===== src/rtl/e1NatBitPkg.sv =====
package e1NatBitPkg;
  localparam int BYTE_W = 8;
  localparam int NUM_SA = 5;
  localparam int SLOT_W = $clog2(BYTE_W);
  localparam int FIRST_SA_SLOT = BYTE_W - NUM_SA;
  localparam int MARK_SLOT = 1;

  typedef enum logic [1:0] {
    SRC_NATREG = 2'b00,
    SRC_DLINK  = 2'b01,
    SRC_BPLANE = 2'b10,
    SRC_HDLC   = 2'b11
  } saSrcE;

  typedef struct packed {
    logic              bitEn;
    logic [SLOT_W-1:0] slot;
    logic              nfas;
    logic              lastBit;
  } ts0StrobeT;
endpackage


===== src/rtl/e1NatBitCtrl.sv =====
module e1NatBitCtrl
  import e1NatBitPkg::*;
(
  input  logic      clk,
  input  logic      rstN,
  input  logic      ts0Start,
  input  logic      bitTick,
  input  logic      nfasFrame,
  output ts0StrobeT stb
);
  logic              inTs0;
  logic [SLOT_W-1:0] slotCnt;
  logic              nfasLat;
  logic              startNow;
  logic [SLOT_W-1:0] curSlot;
  logic              curNfas;
  logic              curActive;

  assign startNow  = ts0Start & bitTick;
  assign curActive = startNow | inTs0;
  assign curSlot   = startNow ? '0 : slotCnt;
  assign curNfas   = startNow ? nfasFrame : nfasLat;

  always_comb begin
    stb.bitEn   = bitTick & curActive;
    stb.slot    = curSlot;
    stb.nfas    = curNfas;
    stb.lastBit = bitTick & curActive & (curSlot == SLOT_W'(BYTE_W - 1));
  end

  always_ff @(posedge clk) begin
    if (!rstN) begin
      inTs0   <= 1'b0;
      slotCnt <= '0;
      nfasLat <= 1'b0;
    end else if (bitTick && curActive) begin
      nfasLat <= curNfas;
      if (curSlot == SLOT_W'(BYTE_W - 1)) begin
        inTs0   <= 1'b0;
        slotCnt <= '0;
      end else begin
        inTs0   <= 1'b1;
        slotCnt <= curSlot + 1'b1;
      end
    end
  end
endmodule


===== src/rtl/e1NatBitPath.sv =====
module e1NatBitPath
  import e1NatBitPkg::*;
(
  input  logic                clk,
  input  logic                rstN,
  input  ts0StrobeT           stb,
  input  logic [2*NUM_SA-1:0] selCfg,
  input  logic [NUM_SA-1:0]   txNatReg,
  input  logic                txDlIn,
  input  logic [BYTE_W-1:0]   bpChan0,
  input  logic [NUM_SA-1:0]   hdlcTxBits,
  input  logic                rxLineBit,
  output logic                txLineBit,
  output logic                dlStrobe,
  output logic                rxDlOut,
  output logic [BYTE_W-1:0]   rxTs0Byte,
  output logic                rxTs0Valid,
  output logic [NUM_SA-1:0]   rxNatBuf,
  output logic [NUM_SA-1:0]   hdlcRxBits,
  output logic [NUM_SA-1:0]   hdlcRxMask,
  output logic                hdlcRxStrobe
);
  localparam int IDX_W = $clog2(NUM_SA);

  logic              isSa;
  logic [IDX_W-1:0]  saIdx;
  logic [SLOT_W-1:0] bitPos;
  logic              bpBit;
  saSrcE             curSel;
  logic              srcBit;
  logic [BYTE_W-1:0] rxShift;
  logic [BYTE_W-1:0] rxFull;
  logic [NUM_SA-1:0] hdlcSelMask;
  logic [NUM_SA-1:0] rxSaBits;

  assign isSa   = (stb.slot >= SLOT_W'(FIRST_SA_SLOT));
  assign saIdx  = IDX_W'(stb.slot - SLOT_W'(FIRST_SA_SLOT));
  assign bitPos = SLOT_W'(BYTE_W - 1) - stb.slot;
  assign bpBit  = bpChan0[bitPos];
  assign curSel = saSrcE'(selCfg[2*saIdx +: 2]);

  always_comb begin
    unique case (curSel)
      SRC_NATREG: srcBit = txNatReg[saIdx];
      SRC_DLINK:  srcBit = txDlIn;
      SRC_BPLANE: srcBit = bpBit;
      SRC_HDLC:   srcBit = hdlcTxBits[saIdx];
      default:    srcBit = 1'b0;
    endcase
  end

  always_comb begin
    if (!stb.bitEn)                             txLineBit = 1'b0;
    else if (!stb.nfas)                         txLineBit = bpBit;
    else if (stb.slot == SLOT_W'(MARK_SLOT))    txLineBit = 1'b1;
    else if (isSa)                              txLineBit = srcBit;
    else                                        txLineBit = bpBit;
  end

  assign dlStrobe = stb.bitEn & stb.nfas & isSa & (curSel == SRC_DLINK);
  assign rxDlOut  = dlStrobe & rxLineBit;
  assign rxFull   = {rxShift[BYTE_W-2:0], rxLineBit};

  for (genvar i = 0; i < NUM_SA; i++) begin : g_sa
    assign hdlcSelMask[i] = (selCfg[2*i +: 2] == SRC_HDLC);
    assign rxSaBits[i]    = rxFull[NUM_SA-1-i];
  end

  always_ff @(posedge clk) begin
    if (!rstN) begin
      rxShift      <= '0;
      rxTs0Byte    <= '0;
      rxTs0Valid   <= 1'b0;
      rxNatBuf     <= '0;
      hdlcRxBits   <= '0;
      hdlcRxMask   <= '0;
      hdlcRxStrobe <= 1'b0;
    end else begin
      rxTs0Valid   <= 1'b0;
      hdlcRxStrobe <= 1'b0;
      if (stb.bitEn) rxShift <= rxFull;
      if (stb.lastBit) begin
        rxTs0Byte  <= rxFull;
        rxTs0Valid <= 1'b1;
        if (stb.nfas) begin
          rxNatBuf     <= rxSaBits;
          hdlcRxMask   <= hdlcSelMask;
          hdlcRxBits   <= rxSaBits & hdlcSelMask;
          hdlcRxStrobe <= 1'b1;
        end
      end
    end
  end
endmodule


===== src/rtl/e1NatBitMux.sv =====
module e1NatBitMux
  import e1NatBitPkg::*;
(
  input  logic                clk,
  input  logic                rstN,
  input  logic                ts0Start,
  input  logic                bitTick,
  input  logic                nfasFrame,
  input  logic [2*NUM_SA-1:0] selCfg,
  input  logic [NUM_SA-1:0]   txNatReg,
  input  logic                txDlIn,
  input  logic [BYTE_W-1:0]   bpChan0,
  input  logic [NUM_SA-1:0]   hdlcTxBits,
  input  logic                rxLineBit,
  output logic                txLineBit,
  output logic                txLineValid,
  output logic                dlStrobe,
  output logic                rxDlOut,
  output logic [BYTE_W-1:0]   rxTs0Byte,
  output logic                rxTs0Valid,
  output logic [NUM_SA-1:0]   rxNatBuf,
  output logic [NUM_SA-1:0]   hdlcRxBits,
  output logic [NUM_SA-1:0]   hdlcRxMask,
  output logic                hdlcRxStrobe
);
  ts0StrobeT stb;

  e1NatBitCtrl u_ctrl (
    .clk(clk), .rstN(rstN), .ts0Start(ts0Start), .bitTick(bitTick),
    .nfasFrame(nfasFrame), .stb(stb)
  );

  e1NatBitPath u_path (
    .clk(clk), .rstN(rstN), .stb(stb), .selCfg(selCfg),
    .txNatReg(txNatReg), .txDlIn(txDlIn), .bpChan0(bpChan0),
    .hdlcTxBits(hdlcTxBits), .rxLineBit(rxLineBit),
    .txLineBit(txLineBit), .dlStrobe(dlStrobe), .rxDlOut(rxDlOut),
    .rxTs0Byte(rxTs0Byte), .rxTs0Valid(rxTs0Valid), .rxNatBuf(rxNatBuf),
    .hdlcRxBits(hdlcRxBits), .hdlcRxMask(hdlcRxMask),
    .hdlcRxStrobe(hdlcRxStrobe)
  );

  assign txLineValid = stb.bitEn;
endmodule


===== config.mk =====
export PLATFORM = sky130hd
export DESIGN_NAME = e1NatBitMux
export DESIGN_NICKNAME = d
export VERILOG_FILES = /design/src/rtl/e1NatBitPkg.sv /design/src/rtl/e1NatBitCtrl.sv /design/src/rtl/e1NatBitPath.sv /design/src/rtl/e1NatBitMux.sv
export SDC_FILE = /design/constraint.sdc
export NUM_CORES = 1
export LEC_CHECK = 0
export BUFFER_PORTS_ARGS = -buffer_cell sky130_fd_sc_hd__clkbuf_2
export CAP_MARGIN = 20
export CORE_AREA = 2 2 65 67
export DETAILED_ROUTE_END_ITERATION = 8
export DIE_AREA = 0 0 67 69
export PLACE_DENSITY = 0.74
export SETUP_SLACK_MARGIN = 0.2
export SLEW_MARGIN = 10
export SYNTH_ARGS = -nofsm -noshare
export SYNTH_HDL_FRONTEND = slang
export SYNTH_SLANG_ARGS = --single-unit

===== constraint.sdc =====
create_clock -name clk -period 2.5 [get_ports clk]
set_input_delay 0.25 -clock clk [delete_from_list [all_inputs] [get_ports clk]]
set_output_delay 0.25 -clock clk [all_outputs]
set_load 0.005 [all_outputs]

==> results of run 1 <==
## layout by cell type, fill, tap and decap left out, drive strengths merged, types with 2 or more instances in the layout
cell type / Yosys / routed
nand2b: 4 / 4
nor2b: 2 / 2
inv: 5 / 5
o32ai: 3 / 3
nand3: 5 / 5
a21oi: 2 / 2
nand2: 59 / 59
nor3: 4 / 4
mux2: 2 / 2
buf: 7 / 14
mux2i: 2 / 2
a2bb2oi: 2 / 2
clkbuf: 6 / 68
a211oi: 2 / 2
nor2: 3 / 3
ha: 2 / 2
a21boi: 33 / 33
nand3b: 2 / 2
and2: 5 / 5
dfxtp: 37 / 37
a31oi: 2 / 2
o21ai: 8 / 8
nand4: 8 / 8
## flip-flops by register name, indices dropped and copies added, names as in the netlist, 3 cells and up
signal             flops
u_ctrl.slotCnt         3
u_path.hdlcRxBits      5
u_path.hdlcRxMask      5
u_path.rxNatBuf        5
u_path.rxShift         7
u_path.rxTs0Byte       8
## cells in the mapped netlist, types with 2 or more instances
library cell,number
nand3b_1,2
inv_1,5
o21ai_1,2
nor3_1,4
clkbuf_1,6
nor2_1,2
a211oi_1,2
nand2b_1,3
nand3_1,5
nand2_1,59
o32ai_1,2
ha_1,2
dfxtp_1,37
a31oi_1,2
mux2_2,2
nand4_1,8
a2bb2oi_1,2
a21oi_1,2
a21boi_1,3
a21boi_0,30
and2_1,5
o21ai_0,5
buf_2,6
nor2b_1,2
## metal layers
metal,share of wire,global-route usage
met1,0.44,0.2659
met2,0.49,0.3630
met3,0.046,0.03426
met4,0.020,0.09070
met5,0,0
## critical path, cell delays in order (launching register included)
cell      delay [ps]
dfxtp_2          330
a21boi_4         180
nand2_2          100
ha_4             290
inv_4             50
a211o_1          220
o211ai_1         150
nand2b_4         190
a211oi_2          50
a221o_1          260
clkbuf_2         110
## metrics by stage
| stage | area, µm² | utilization | TNS, ps | setup slack (ps) | instances |
|---|---|---|---|---|---|
| floorplan | 1826 | - | 0 | 231.3 | 217 |
| global placement | 2170 | 0.5543 | 0 | 132.6 | 321 |
| detailed placement | 2170 | 0.5543 | 0 | 96.11 | 321 |
| CTS | 2371 | 0.6058 | 0 | 72.30 | 335 |
| global route | 2400 | 0.6132 | -63.52 | -63.52 | 338 |
| finish | 2400 | 0.6132 | 0 | 31.79 | 338 |
## final cells by class
type / count / area, µm²
fillers: 372 / 1514
multi-input cells: 162 / 1047
flip-flops and latches: 37 / 743.2
repair buffers: 77 / 421.7
clock buffers: 5 / 68.82
well taps: 50 / 62.56
clock inverters: 2 / 35.03
inverters: 5 / 21.27
## what timing repair did
| item | CTS | global route |
|---|---|---|
| pin swaps | 7 | 2 |
| setup endpoints to repair | 3 | 2 |
| cloned | 0 | 1 |
| gates resized for setup | 10 | 2 |
| setup buffers | 7 | 2 |
| hold buffers | 0 | 0 |
## logic make-up after synthesis
kind of cell / share of synthesized area
DFF: 0.4058
AOI/OAI and AO/OA: 0.2536
buffers and inverters: 0.04524
adders and majority gates: 0.01371
and+or+nand+nor: 0.2392
muxes: 0.04249
## worst max-delay path by stage
| stage | cells past startpoint | start | slack [ps] | end |
|---|---|---|---|---|
| after global placement | 10 | ts0Start | 130 | txLineBit |
| after CTS | 10 | u_ctrl.slotCnt[0] | 70 | txLineBit |
| final | 10 | u_ctrl.slotCnt[0] | 30 | txLineBit |
| after global routing | 10 | u_ctrl.slotCnt[0] | -60 | txLineBit |
| after floorplan | 9 | u_ctrl.slotCnt[1] | 230 | txLineBit |
| after detailed placement | 10 | ts0Start | 100 | txLineBit |
## power breakdown
| part | switching, W | internal (W) | total (W) |
|---|---|---|---|
| sequential | 0.00000510 | 0.000595 | 0.000600 |
| clock | 0.000205 | 0.000290 | 0.000495 |
| combinational | 0.0000732 | 0.0000687 | 0.000142 |
==> qor.yml, run 1 <==
yosys:
  synthArstFlopShare: 0
  yosys.area.top_type_share: 0.4058
  yosysTopAreaCell: "dfxtp_1"
  synth_edf_count: 0
  ys_top_cells_by_area: "dfxtp_1 (41%), a21boi_0 (12%), nand2_1 (12%), nand4_1 (2.7%), and2_1 (1.7%)"
  synth-seq-cells: 37
  ys.warnings.count: 0
  syn-instance-count: 217
  ys_types: 43
  syn_nets: 254
  synthFlopType: "dfxtp_1"
  ys_seq_area_frac: 0.4058
  synth.cell_area_um2: 1826
  avgSynthCellArea_um2: 8.412
drt:
  first_pass_iters: 4
  num_vias: 1805
  drtIter0Drc: 116
  drc: 0
  routedWlPerCell_um: 14.20
  antenna_left: 0
  drt_wl_total_um: 4800
  viasPerCell: 5.340
final_layout:
  layout.nets: 325
  drive_gt1_frac: 0.3542
  antenna_cells: 0
  syn_to_final_growth_pct: 31.46
floorplan:
  dieHeight_um: 69
  rows: 23
  start_util: 0.4664
  dieArea_um2: 4623
  dieWidth_um: 67
  ios: 64
  coreArea_um2: 3914
setup_path:
  worst-r2r-setup-slack_ps: 420
  path_max_fanout: 6
  worstPathRequired_ps: 2250
  r2r_cells: 8
  critPathLaunchType: "register"
  rr_endpoint: "u_path.hdlcRxBits[3]"
  worst_setup_path_end_kind: "primary output"
  r2r-start: "u_ctrl.slotCnt[0]"
  arrival_ps: 2220
  crit_type: "reg2out"
placement:
  dp_hpwl_um: 3253
  gp_congestion: 0.9805
  port_buffers: 63
grt:
  grt_pass1_wl_um: 7776
  antenna_found_initial: 0
  grt_max_degree: 38
  grt_remaining_overflow: 0
  track_usage: 0.2154
  first_global_vias: 1774
hold_path:
  hp-class: "in2reg"
  whs_path_depth: 3
  min_to: "u_path.hdlcRxMask[3]"
  hold_path.startpoint: "selCfg[7]"
timing:
  worst_slew_pin_slew_ps: 581.4
  finalCriticalPeriod_ps: 2468
  max_clock_freq_mhz: 405.2
  rsz0062_at_grt: "true"
  hold_viol_final: 0
  slew_viol_final: 0
  fin_skew_ps: 6.307
  holdWs_ps: 237.7
  fin_crit_sh: 0.9873
  setup_viol: 0
  relSlewSlack: 0.6124
status:
  status: "finished clean"
clock_network:
  cts_buffers: 5
  cts_tree: "built"
  cts-root-buf: "clkbuf_8"
  cts.sinks: 37
  clkLatencyLatePin_ps: 290
  clockBufferDepth: 2
  cts.clk_slew.worst_paths_ps: 70
  htreeDepth: 2
power:
  p_total_w: 0.001237
  powerDensity_nw_per_um2: 515.3
  power_leakage_nw: 0.9772
  vdd_ir_drop_max_v: 0.0002840
run:
  cap_violations: 0
Note: power is estimated with default switching activity, not from simulation.
==> run 2: changes to the inputs <==
--- a/config.mk
+++ b/config.mk
@@ -11,7 +11,7 @@
 export DETAILED_ROUTE_END_ITERATION = 8
 export DIE_AREA = 0 0 67 69
 export PLACE_DENSITY = 0.74
-export SETUP_SLACK_MARGIN = 0.2
+export SETUP_SLACK_MARGIN = 0.3
 export SLEW_MARGIN = 10
 export SYNTH_ARGS = -nofsm -noshare
 export SYNTH_HDL_FRONTEND = slang
==> run 2 against run 1 <==
The run now ends with negative setup slack left; critical path type unchanged; clock skew is 2.4 ps lower; non-clock buffer count decreased by 2; power fell by 5.5%; sequential cell count unchanged; largest cell class unchanged; sequential share of layout area up 0.23 points; worst hold slack worse by 0.99 ps; clock power fell by 13%; global-route usage shrank 0.17 points.
==> qor.yml, run 2 (synthesized netlist as in run 1, its figures left out) <==
setup_path:
  arrival_ps: 2250  # +30 ps
  path_max_fanout: 6  # unchanged
  worst_setup_path_end_kind: "primary output"
  crit_type: "reg2out"
  critPathLaunchType: "register"
  worstPathRequired_ps: 2250  # about the same
power:
  power_leakage_nw: 0.9650  # -1.2%
  p_total_w: 0.001168  # -5.5%
  vdd_ir_drop_max_v: 0.0003094  # +8.9%
  powerDensity_nw_per_um2: 489.6  # -5.0%
timing:
  fin_tns_setup_ps: -4.383  # -4.383 ps
  rsz0062_at_grt: "true"
  worst_slack_ps: -4.383  # -36.18 ps
  worst_slew_pin_slew_ps: 566.3  # -15.10 ps
  setup_viol: 1  # +1
  finalCriticalPeriod_ps: 2504  # +36.18 ps
  fin_crit_sh: 1.002  # +0.01447
  hold_viol_final: 0  # unchanged
  fin_skew_ps: 3.897  # -2.410 ps
  max_clock_freq_mhz: 399.3  # -1.4%
  holdWs_ps: 236.7  # -0.9890 ps
  slew_viol_final: 0  # unchanged
  relSlewSlack: 0.6224  # +0.01006
final_layout:
  antenna_cells: 0  # unchanged
  largest_reg_flops: 8  # unchanged
  syn_to_final_growth_pct: 30.71
  seq_area_um2: 744.5  # +0.17%
  n_fill_cell: 397  # +6.7%
  regMostFlops: "u_path.rxTs0Byte"
  drive_gt1_frac: 0.3519  # -0.002250
  top_regs: "u_path.rxTs0Byte: 8 flops, u_path.rxShift: 7 flops"
  multi_input_comb_area_um2: 1040  # -0.72%
  layout_common_cells: "clkbuf_2 (63), nand2_1 (58), dfxtp_1 (34), a21boi_0 (30), buf_4 (10)"
  layout.nets: 323  # -0.62%
  final_common_cell: "clkbuf_2"
  final_core_util: 0.6097  # -0.003516
grt:
  antenna_found_initial: 0  # unchanged
  grt_remaining_overflow: 0  # unchanged
  grt_pass1_wl_um: 7679  # -1.2%
  grt_max_degree: 38  # unchanged
  track_usage: 0.2138  # -0.001680
  first_global_vias: 1737  # -2.1%
placement:
  dp_slack_ps: 75.90  # -20.22 ps
  gp_congestion: 0.9584  # -2.3%
  dp_hpwl_um: 3371  # +3.6%
  port_buffers: 63  # unchanged
floorplan:
  ios: 64  # unchanged
  dieArea_um2: 4623  # unchanged
  start_util: 0.4664  # unchanged
  dieHeight_um: 69  # unchanged
  rows: 23  # unchanged
  dieWidth_um: 67  # unchanged
  coreArea_um2: 3914  # unchanged
clock_network:
  clockBufferDepth: 2  # unchanged
  cts_buffers: 5  # unchanged
  hold_buffers: 0  # unchanged
  htreeDepth: 2  # unchanged
  cts_tree: "built"
  clkLatencyLatePin_ps: 280  # about the same
  cts.sinks: 37  # unchanged
  cts-root-buf: "clkbuf_8"
  cts.clk_slew.worst_paths_ps: 70  # about the same
status:
  status: "complete, but fails checks"
  violations: "negative setup slack"
drt:
  drtIter0Drc: 68  # -41%
  routedWlPerCell_um: 13.78  # -3.0%
  antenna_left: 0  # unchanged
  viasPerCell: 5.320  # -0.37%
  num_vias: 1793  # -0.66%
  first_pass_iters: 4  # unchanged
  drt_wl_total_um: 4643  # -3.3%
  drc: 0  # unchanged
run:
  cap_violations: 0  # unchanged
hold_path:
  hp-class: "in2reg"
run 2: changes by cell type in the layout (fill, tap and decap cells not counted), sizes merged:
cell / previous run / this run
bufinv: 1 / 0
clkbuf: 68 / 69
buf: 14 / 12
clkinv: 1 / 2
run 2: final timing paths:
| check | end | slack (ps) | cells after the start | startpoint |
|---|---|---|---|---|
| worst max-delay path | txLineBit | -4 | 10 | u_ctrl.slotCnt[0] |
| worst min-delay path | u_path.hdlcRxMask[3] | 240 | 3 | selCfg[7] |
| worst max register to register | u_path.hdlcRxBits[2] | 490 | 9 | u_ctrl.slotCnt[0] |
| worst min register to register | u_path.hdlcRxMask[3] | 460 | 2 | u_path.hdlcRxMask[3] |
run 2: through the flow:
| stage | cell area [µm²] | instances |
|---|---|---|
| floorplan | 1834 | 217 |
| global placement | 2188 | 323 |
| detailed placement | 2188 | 323 |
| CTS | 2365 | 336 |
| global route | 2386 | 337 |
| finish | 2386 | 337 |
run 2: critical path, cell delays in order (launching register included):
cell and delay [ps]:
dfxtp_2 330, a21boi_4 180, nand2_2 90, ha_4 300
inv_4 50, a211o_1 220, o211ai_1 160, nand2b_1 180
a211oi_2 60, a221o_1 280, clkbuf_2 120
run 2: repair_timing:
item                                   CTS  global route
resized for setup                       10             1
setup buffers                            5             1
setup endpoints to repair                3            12
endpoints found under the hold margin    0             0
pin swaps                                7             1
run 2: area by class of cell:
type,instances,share of cell area
clock buffer,6,0.03461
clock inverter,2,0.005768
inverter,5,0.008915
multi-input combinational,162,0.4358
sequential,37,0.3120
tap,50,0.02622
timing repair buffer,75,0.1767
run 2: per-layer routing:
metal | global-route usage | part of all wire
met1 | 0.2584 | 0.43
met2 | 0.3674 | 0.49
met3 | 0.05710 | 0.060
met4 | 0.05442 | 0.011
met5 | 0 | 0
run 2: report_power, final:
part / internal, W / leakage, nW / switching, W
Clock: 0.000223 / 0.0512 / 0.000208
Sequential: 0.000595 / 0.300 / 0.00000541
Combinational: 0.0000666 / 0.614 / 0.0000699
==> run 3: changes to the inputs <==
--- a/config.mk
+++ b/config.mk
@@ -11,7 +11,6 @@
 export DETAILED_ROUTE_END_ITERATION = 8
 export DIE_AREA = 0 0 67 69
 export PLACE_DENSITY = 0.74
-export SETUP_SLACK_MARGIN = 0.3
 export SLEW_MARGIN = 10
 export SYNTH_ARGS = -nofsm -noshare
 export SYNTH_HDL_FRONTEND = slang
==> run 3 against run 2 <==
The flow still finishes with violations (negative setup slack); core utilization up 0.29 points; register-to-register slack worse by 70 ps; final area up 0.47%; clock skew up 0.62 ps; worst hold slack better by 4.0 ps; critical path depth unchanged; sequential share of layout area down 0.25 points; clock power up 15%; sequential power about the same; sequential cell count unchanged; maximum frequency down 0.92%.
==> qor.yml, run 3 (synthesized netlist as in run 1, its figures left out) <==
status:
  status: "complete, but fails checks"
  violations: "negative setup slack"
power:
  powerDensity_nw_per_um2: 515.2  # +5.2%
  power_leakage_nw: 0.9730  # +0.83%
  vdd_ir_drop_max_v: 0.0002679  # -13%
  p_total_w: 0.001235  # +5.7%
final_layout:
  top_regs: "u_path.rxTs0Byte: 8 flops, u_path.rxShift: 7 flops"
  final_area_um2: 2397  # +0.47%
  drive_gt1_frac: 0.3484  # -0.003484
  final_common_cell: "clkbuf_2"
  syn_to_final_growth_pct: 31.32
  largest_reg_flops: 8  # unchanged
  layout_common_cells: "clkbuf_2 (63), nand2_1 (58), dfxtp_1 (36), a21boi_0 (30), buf_4 (12)"
  antenna_cells: 0  # unchanged
  layout.nets: 324  # +0.31%
  regMostFlops: "u_path.rxTs0Byte"
placement:
  dp_slack_ps: 96.11  # +20.22 ps
  placed_cell_area_um2: 2170  # -0.86%
  gp_congestion: 0.9805  # +2.3%
  dp_hpwl_um: 3253  # -3.5%
  port_buffers: 63  # unchanged
drt:
  drt_wl_total_um: 4750  # +2.3%
  drtIter0Drc: 142  # +110%
  viasPerCell: 5.377  # +1.1%
  first_pass_iters: 4  # unchanged
  num_vias: 1812  # +1.1%
  antenna_left: 0  # unchanged
  routedWlPerCell_um: 14.09  # +2.3%
  drc: 0  # unchanged
clock_network:
  clkLatencyLatePin_ps: 280  # about the same
  clockBufferDepth: 2  # unchanged
  htreeDepth: 2  # unchanged
  cts-root-buf: "clkbuf_8"
  cts_tree: "built"
  cts.sinks: 37  # unchanged
  cts.clk_slew.worst_paths_ps: 70  # about the same
  cts_buffers: 5  # unchanged
timing:
  finalCriticalPeriod_ps: 2528  # +23.21 ps
  fin_skew_ps: 4.521  # +0.6237 ps
  slew_viol_final: 0  # unchanged
  setup_viol: 1  # unchanged
  fin_crit_sh: 1.011  # +0.009284
  hold_viol_final: 0  # unchanged
  rsz0062_at_grt: "true"
  holdWs_ps: 240.8  # +4.043 ps
  max_clock_freq_mhz: 395.6  # -0.92%
  relSlewSlack: 0.6219  # about the same
  worst_slack_ps: -27.59  # -23.21 ps
  worst_slew_pin_slew_ps: 567.1  # +0.7721 ps
  fin_tns_setup_ps: -27.59  # -23.21 ps
floorplan:
  ios: 64  # unchanged
  coreArea_um2: 3914  # unchanged
  dieWidth_um: 67  # unchanged
  dieHeight_um: 69  # unchanged
  dieArea_um2: 4623  # unchanged
  start_util: 0.4664  # unchanged
  rows: 23  # unchanged
setup_path:
  crit_type: "reg2out"
  r2r_cells: 8  # -1
  worst-r2r-setup-slack_ps: 420  # -70 ps
  rr_endpoint: "u_path.hdlcRxBits[3]"
  path_max_fanout: 7  # +1
  worstPathRequired_ps: 2250  # about the same
  arrival_ps: 2280  # +30 ps
  critPathLaunchType: "register"
  worst_setup_path_end_kind: "primary output"
  r2r-start: "u_ctrl.slotCnt[0]"
hold_path:
  min_to: "u_path.hdlcRxMask[3]"
  whs_path_depth: 3  # unchanged
  hp-class: "in2reg"
  hold_path.startpoint: "selCfg[7]"
grt:
  track_usage: 0.2068  # -0.006938
  first_global_vias: 1692  # -2.6%
  grt_max_degree: 38  # unchanged
  antenna_found_initial: 0  # unchanged
  grt_remaining_overflow: 0  # unchanged
  grt_pass1_wl_um: 7452  # -3.0%
run:
  cap_violations: 0  # unchanged
[run 3: where the power goes]
part | internal [W] | switching, W | leakage, nW
Sequential | 0.000595 | 0.00000506 | 0.299
Combinational | 0.0000688 | 0.0000721 | 0.620
Clock | 0.000290 | 0.000205 | 0.0540
[run 3: per-stage QoR]
step,util,instances
2_1_floorplan,-,217
3_3_place_gp,0.5543,321
3_5_place_dp,0.5543,321
4_1_cts,0.5882,328
5_1_grt,0.6125,337
6_report,0.6125,337
[run 3: cell type report]
type / count / area, µm²
fillers: 369 / 1516
multi-input cells: 162 / 1047
flip-flops and latches: 37 / 742.0
repair buffers: 76 / 420.4
clock buffers: 5 / 68.82
well taps: 50 / 62.56
clock inverters: 2 / 35.03
inverters: 5 / 21.27
[run 3: worst max path at each step]
stage / startpoint / to / slack, ps / depth (start not counted)
after floorplan: u_ctrl.slotCnt[1] / txLineBit / 230 / 9
after global placement: ts0Start / txLineBit / 130 / 10
after detailed placement: ts0Start / txLineBit / 100 / 10
after CTS: u_ctrl.slotCnt[0] / txLineBit / 10 / 9
after global routing: u_ctrl.slotCnt[0] / txLineBit / -130 / 10
final: u_ctrl.slotCnt[0] / txLineBit / -30 / 10
[run 3: critical path: stages (launching register included)]
cell and delay [ps]:
dfxtp_2 330, a21boi_4 190, nand2_2 90, ha_4 310, inv_4 50, a211o_1 230
o211ai_1 160, nand2b_4 200, a211oi_2 50, a221o_1 260, clkbuf_2 110
[run 3: layer usage]
metal  part of all wire  vias up  global-route usage
met5                  0        -                   0
met4             0.0061        0             0.08163
met3              0.051        2             0.03426
met2               0.51       55              0.3454
met1               0.43      853              0.2598
li1                   -      902                   -
[run 3: what timing repair did]
action	in CTS	in global routing
cloned	0	0
resized for setup	6	7
hold buffers	0	0
endpoints found under the setup margin	1	1
setup buffers	0	9
pin swaps	1	5
